### src/rtl/rtc_irq_pkg.sv
package rtc_irq_pkg;
    localparam int NSRC    = 8;
    localparam int ADDR_W  = 2;
    localparam int MODE_W  = 4;
    localparam int NPULSE  = 4;

    // flag / enable bit positions
    localparam int SRC_SEC = 0;
    localparam int SRC_TMA = 1;
    localparam int SRC_WDG = 2;
    localparam int SRC_TMB = 3;
    localparam int SRC_ALM = 4;
    localparam int SRC_BSW = 5;
    localparam int SRC_BLO = 6;
    localparam int SRC_OFS = 7;

    // mode register bits
    localparam int MD_PULSE_A = 0;
    localparam int MD_PULSE_B = 1;
    localparam int MD_PIN_IRQ = 2;
    localparam int MD_IRQ2_EN = 3;

    localparam logic [ADDR_W-1:0] REG_EN   = 2'd0;
    localparam logic [ADDR_W-1:0] REG_FLAG = 2'd1;
    localparam logic [ADDR_W-1:0] REG_MODE = 2'd2;

    // flags software may clear by writing 1
    localparam logic [NSRC-1:0] SW_CLR_MASK = 8'b0011_1011;

    typedef struct packed {
        logic [NSRC-1:0]   en;
        logic [MODE_W-1:0] mode;
    } cfg_t;
endpackage

### src/rtl/rtc_irq_regs.sv
module rtc_irq_regs
    import rtc_irq_pkg::*;
(
    input  logic              clk,
    input  logic              rst_n,
    input  logic              wr_en_i,
    input  logic              rd_en_i,
    input  logic [ADDR_W-1:0] addr_i,
    input  logic [NSRC-1:0]   wdata_i,
    input  logic [NSRC-1:0]   flags_i,
    output cfg_t              cfg_o,
    output logic [NSRC-1:0]   rdata_o
);
    typedef struct packed {
        cfg_t            cfg;
        logic [NSRC-1:0] rdata;
    } regs_st_t;

    regs_st_t s_d, s_q;

    always_comb begin
        s_d = s_q;
        if (wr_en_i) begin
            case (addr_i)
                REG_EN:   s_d.cfg.en   = wdata_i;
                REG_MODE: s_d.cfg.mode = wdata_i[MODE_W-1:0];
                default:  ;
            endcase
        end
        if (rd_en_i) begin
            case (addr_i)
                REG_EN:   s_d.rdata = s_q.cfg.en;
                REG_FLAG: s_d.rdata = flags_i;
                REG_MODE: s_d.rdata = {{(NSRC-MODE_W){1'b0}}, s_q.cfg.mode};
                default:  s_d.rdata = '0;
            endcase
        end
    end

    always_ff @(posedge clk or negedge rst_n) begin
        if (!rst_n) s_q <= '0;
        else        s_q <= s_d;
    end

    assign cfg_o   = s_q.cfg;
    assign rdata_o = s_q.rdata;
endmodule

### src/rtl/rtc_irq_flags.sv
module rtc_irq_flags
    import rtc_irq_pkg::*;
(
    input  logic            clk,
    input  logic            rst_n,
    input  logic [NSRC-1:0] ev_i,
    input  logic [NSRC-1:0] sw_clr_i,
    input  logic            rd_clr_i,
    input  logic            batt_ok_i,
    output logic [NSRC-1:0] flags_o
);
    typedef struct packed {
        logic [NSRC-1:0] flags;
    } flag_st_t;

    flag_st_t s_d, s_q;

    always_comb begin
        s_d = s_q;
        s_d.flags = s_q.flags & ~(sw_clr_i & SW_CLR_MASK);
        if (rd_clr_i)  s_d.flags[SRC_WDG] = 1'b0;
        if (batt_ok_i) s_d.flags[SRC_BLO] = 1'b0;
        s_d.flags[SRC_OFS] = 1'b0;       // offset indicator lives one cycle
        s_d.flags = s_d.flags | ev_i;    // new event beats any clear
    end

    always_ff @(posedge clk or negedge rst_n) begin
        if (!rst_n) s_q <= '0;
        else        s_q <= s_d;
    end

    assign flags_o = s_q.flags;
endmodule

### src/rtl/rtc_irq_pulse.sv
module rtc_irq_pulse #(
    parameter int CYCLES = 4
) (
    input  logic clk,
    input  logic rst_n,
    input  logic trig_i,
    output logic active_o
);
    localparam int CNT_W = $clog2(CYCLES + 1);

    typedef struct packed {
        logic [CNT_W-1:0] cnt;
    } pulse_st_t;

    pulse_st_t s_d, s_q;

    always_comb begin
        s_d = s_q;
        if (trig_i)
            s_d.cnt = CNT_W'(CYCLES);
        else if (s_q.cnt != '0)
            s_d.cnt = s_q.cnt - CNT_W'(1);
    end

    always_ff @(posedge clk or negedge rst_n) begin
        if (!rst_n) s_q <= '0;
        else        s_q <= s_d;
    end

    assign active_o = (s_q.cnt != '0);
endmodule

### src/rtl/rtc_irq_collector.sv
module rtc_irq_collector
    import rtc_irq_pkg::*;
#(
    parameter int PULSE_CYCLES = 4
) (
    input  logic        clk,
    input  logic        rst_n,
    input  logic [7:0]  ev_i,
    input  logic        batt_ok_i,
    input  logic        wr_en_i,
    input  logic        rd_en_i,
    input  logic [1:0]  addr_i,
    input  logic [7:0]  wdata_i,
    output logic [7:0]  rdata_o,
    input  logic        clk32k_i,
    output logic        irq1_pin_o,
    output logic        irq2_n_o
);
    // pulse channel indices
    localparam int PC_SEC  = 0;
    localparam int PC_TMA  = 1;
    localparam int PC_TMB1 = 2;
    localparam int PC_TMB2 = 3;

    typedef struct packed {
        logic [NSRC-1:0]   sw_clr;
        logic              rd_clr;
        logic [NPULSE-1:0] trig;
        logic [NSRC-1:0]   lvl;
        logic              irq1_act;
        logic              irq2_act;
    } comb_t;

    cfg_t              cfg;
    logic [NSRC-1:0]   flags;
    logic [NPULSE-1:0] pulse_act;
    comb_t             c;

    always_comb begin
        c = '0;
        c.sw_clr = (wr_en_i && addr_i == REG_FLAG) ? wdata_i : '0;
        c.rd_clr = rd_en_i && (addr_i == REG_FLAG);

        c.trig[PC_SEC]  = ev_i[SRC_SEC] && cfg.en[SRC_SEC] && cfg.mode[MD_PULSE_A];
        c.trig[PC_TMA]  = ev_i[SRC_TMA] && cfg.en[SRC_TMA] && cfg.mode[MD_PULSE_A];
        c.trig[PC_TMB1] = ev_i[SRC_TMB] && cfg.en[SRC_TMB] && cfg.mode[MD_PULSE_B];
        c.trig[PC_TMB2] = ev_i[SRC_TMB] && cfg.mode[MD_IRQ2_EN] && cfg.mode[MD_PULSE_B];

        c.lvl = flags & cfg.en;
        if (cfg.mode[MD_PULSE_A]) begin
            c.lvl[SRC_SEC] = pulse_act[PC_SEC];
            c.lvl[SRC_TMA] = pulse_act[PC_TMA];
        end
        if (cfg.mode[MD_PULSE_B])
            c.lvl[SRC_TMB] = pulse_act[PC_TMB1];
        c.irq1_act = |c.lvl;

        if (cfg.mode[MD_PULSE_B])
            c.irq2_act = pulse_act[PC_TMB2];
        else
            c.irq2_act = flags[SRC_TMB] && cfg.mode[MD_IRQ2_EN];
    end

    rtc_irq_regs u_regs (
        .clk     (clk),
        .rst_n   (rst_n),
        .wr_en_i (wr_en_i),
        .rd_en_i (rd_en_i),
        .addr_i  (addr_i),
        .wdata_i (wdata_i),
        .flags_i (flags),
        .cfg_o   (cfg),
        .rdata_o (rdata_o)
    );

    rtc_irq_flags u_flags (
        .clk       (clk),
        .rst_n     (rst_n),
        .ev_i      (ev_i),
        .sw_clr_i  (c.sw_clr),
        .rd_clr_i  (c.rd_clr),
        .batt_ok_i (batt_ok_i),
        .flags_o   (flags)
    );

    for (genvar g = 0; g < NPULSE; g++) begin : g_pulse
        rtc_irq_pulse #(.CYCLES(PULSE_CYCLES)) u_pulse (
            .clk      (clk),
            .rst_n    (rst_n),
            .trig_i   (c.trig[g]),
            .active_o (pulse_act[g])
        );
    end

    assign irq1_pin_o = cfg.mode[MD_PIN_IRQ] ? ~c.irq1_act : clk32k_i;
    assign irq2_n_o   = ~c.irq2_act;
endmodule

### config.mk
export PLATFORM = sky130hd
export DESIGN_NAME = rtc_irq_collector
export DESIGN_NICKNAME = d
export VERILOG_FILES = /design/src/rtl/rtc_irq_pkg.sv /design/src/rtl/rtc_irq_regs.sv /design/src/rtl/rtc_irq_flags.sv /design/src/rtl/rtc_irq_pulse.sv /design/src/rtl/rtc_irq_collector.sv
export SDC_FILE = /design/constraint.sdc
export NUM_CORES = 1
export LEC_CHECK = 0
export BUFFER_PORTS_ARGS = -buffer_cell sky130_fd_sc_hd__buf_2
export CORE_AREA = 2 2 63 65
export CTS_BUF_LIST = sky130_fd_sc_hd__clkbuf_4
export CTS_CLUSTER_SIZE = 8
export DETAILED_ROUTE_END_ITERATION = 7
export DIE_AREA = 0 0 65 67
export PLACE_DENSITY = 0.76
export SETUP_SLACK_MARGIN = 0.3
export SLEW_MARGIN = 20
export SYNTH_ARGS = -nofsm -noshare
export SYNTH_HDL_FRONTEND = slang
export SYNTH_SLANG_ARGS = --single-unit
### constraint.sdc
create_clock -name clk -period 1.85 [get_ports clk]
set_clock_uncertainty 0.15 [all_clocks]
set_input_delay 0.185 -clock clk [delete_from_list [all_inputs] [get_ports clk]]
set_output_delay 0.185 -clock clk [all_outputs]
set_load 0.01 [all_outputs]
==> impl_metrics.env <==
export IMPL_outcome="finished with violations"
export IMPL_violations="negative setup slack"
export IMPL_cp_end_kind="output pin"
export IMPL_yosysTopAreaCell="dfrtp_1"
export IMPL_holdWs_ns=0.0261
export IMPL_wl_um=4190
export IMPL_num_rows=22
export IMPL_dr_pass1_iters=4
export IMPL_postLayoutCoreUtil_pct=69.8
export IMPL_antenna_cells=0
export IMPL_place_area_um2=2170
export IMPL_worst_slew_pin_slew_ns=0.495
export IMPL_critPathRequiredTime_ns=1.51
export IMPL_grt_busiest_layer="met2"
export IMPL_cp_start_kind="flip-flop"
export IMPL_fin_area_um2=2520
export IMPL_die_y_um=67
export IMPL_dp_cells=252
export IMPL_power_density_nw_per_um2=1140
export IMPL_rr_endpoint="u_flags.flags_o[0]"
export IMPL_power_leakage_nw=1.19
export IMPL_critPathSlowestCell="dfrtp_1"
export IMPL_cts_buffers=5
export IMPL_viasPerCell=5.21
export IMPL_hold_viol_final=0
export IMPL_worstHoldPathType="input port to flip-flop"
export IMPL_r2r_start="u_flags.flags_o[0]"
export IMPL_ys_top_cells_by_area="dfrtp_1, mux2_2, ha_1"
export IMPL_grt_start_max_net_pins=41
export IMPL_clockRootBuffer="clkbuf_4"
export IMPL_gp_congestion=0.760
export IMPL_grt_use_total_pct=22.8
export IMPL_rr_worst_depth=2
export IMPL_wl_per_cell_um=14.5
export IMPL_period_needed_ns=2.19
export IMPL_antenna_found_initial=0
export IMPL_arrival_ns=1.85
export IMPL_syn_num_nets=205
export IMPL_total_power_mw=2.86
export IMPL_clockBufferDepth=2
export IMPL_hold_depth=2
export IMPL_route_vias_total=1507
export IMPL_crit_type="flip-flop to output pin"
export IMPL_initial_core_util_pct=53.4
export IMPL_clk_pin_slew_ns=0.12
export IMPL_synth_seq_area_share_pct=52.0
export IMPL_drc=0
export IMPL_use_met3_pct=5.41
export IMPL_critPathTopFamily="compound AO/OA/AOI/OAI gates"
export IMPL_max_freq_mhz=457
export IMPL_grt_use_met1_pct=24.9
export IMPL_syn_inst=173
export IMPL_area_growth_pct=30.7
export IMPL_io_buffers=33
export IMPL_maxSlewViolCount=0
export IMPL_setup_ws_ns=-0.339
export IMPL_tns_ns=-0.339
export IMPL_min_to="u_regs.rdata_o[1]"
export IMPL_relSlewSlack_pct=67.0
export IMPL_cp_startpoint="g_pulse[1].u_pulse.s_q[1]"
export IMPL_die_area_um2=4360
export IMPL_ys_warn_count=0
export IMPL_htreeDepth=2
export IMPL_die_w_um=65
export IMPL_reg2reg_setup_slack_ns=0.45
export IMPL_setup_viol_count_final=1
export IMPL_netlist_area_leader_share_pct=52.0
export IMPL_synth_seq_cells=40
export IMPL_ys_async_sr_fraction_pct=100
export IMPL_cts_sinks=40
export IMPL_yosys_cell_types_count=30
export IMPL_grt_util_met2_pct=41.8
export IMPL_drt_iter0_markers=30
export IMPL_drv_cap=0
export IMPL_post_place_ws_ns=0.0683
export IMPL_worstSkewPairLatency_ns=0.35
export IMPL_drive_gt1_share_pct=31.1
export IMPL_ant_nets=0
export IMPL_yosysMostFrequentCell="dfrtp_1"
export IMPL_grt_setup_unrepaired="yes"
export IMPL_nNetsFinal=272
export IMPL_critPathBufInv=2
export IMPL_yosys_most_used_dff="dfrtp_1"
export IMPL_tritoncts="built"
export IMPL_synth_common_cells="dfrtp_1, inv_1, nor2_1"
export IMPL_grt_pass1_wl_um=7270
export IMPL_io_pins=34
export IMPL_netlist_area_um2=1930
export IMPL_synth_edf_count=0
export IMPL_peakVddDrop_mv=0.712
export IMPL_fin_crit_sh_pct=118
export IMPL_crit_path_max_incr_delay_ns=0.41
export IMPL_grt_pass1_vias=1588
export IMPL_crit_fanout=4
export IMPL_post_dp_hpwl_um=2840
export IMPL_overflow=0
export IMPL_core_um2=3610
export IMPL_worstHoldStart="rd_en_i"
export IMPL_stdcell_count=289
export IMPL_crit_chain="inv_2 > ha_4 > nand2b_4 > o31a_1 > o41ai_2 > buf_2"
export IMPL_avgSynthCellArea_um2=11.1
[report_power, final]
part,leakage (nW),internal [mW],switching [mW]
Combinational,0.700,0.627,0.546
Clock,0.0324,0.139,0.280
Sequential,0.459,1.10,0.171
[kinds of logic after synthesis]
logic type / share of synthesized area [%]
muxes: 11.2
adders and majority gates: 5.20
buffers and inverters: 4.68
DFF: 52.0
and+or+nand+nor: 11.2
xor gates and xnor gates: 1.82
AOI/OAI and AO/OA: 14.0
[placed cells by master, fill, tap and decap left out, types with 7 or more instances in the layout]
cell type and instances:
a21oi_1 9, nand2_1 10, a21o_1 7, buf_4 8, mux2_2 12, dlygate4sd3_1 22
buf_2 33, inv_1 14, mux2i_1 8, dfrtp_1 40, nor2_1 17
[worst max-delay path by stage]
stage	slack [ns]	cells after the start	endpoint
CTS	-0.34	6	irq1_pin_o
detailed placement	0.07	6	irq1_pin_o
finish	-0.34	6	irq1_pin_o
floorplan	0.29	5	irq1_pin_o
global route	-0.41	6	irq1_pin_o
global placement	0.18	6	irq1_pin_o
[metal layers]
layer | share of wire (%) | up-vias | wire length [um]
met5 | 0 | - | 0
met4 | 2.5 | 0 | 104
met3 | 3.0 | 11 | 126
met2 | 54 | 26 | 2250
met1 | 41 | 737 | 1710
li1 | - | 733 | -
[final cells by class]
cell class              count  area [um2]
inverters                  18        67.6
repair buffers             63         445
multi-input cells         112         892
fillers                   273        1090
well taps                  48        60.1
clock inverters             3        13.8
flip-flops and latches     40        1000
clock buffers               5        37.5
[registers in the layout (all words and copies together), names as in the netlist]
register,flops
g_pulse.u_pulse.s_q,12
u_flags.flags_o,8
u_regs.cfg_o,12
u_regs.rdata_o,8
[timing repair]
item                                   4_1_cts  5_1_grt
hold buffers                                23        0
endpoints found under the hold margin       60        0
buffers inserted                             5        2
setup endpoints to repair                    2        7
gates resized for setup                      6        1
pin swaps                                    2        1
Note: power is estimated with default switching activity, not from simulation.
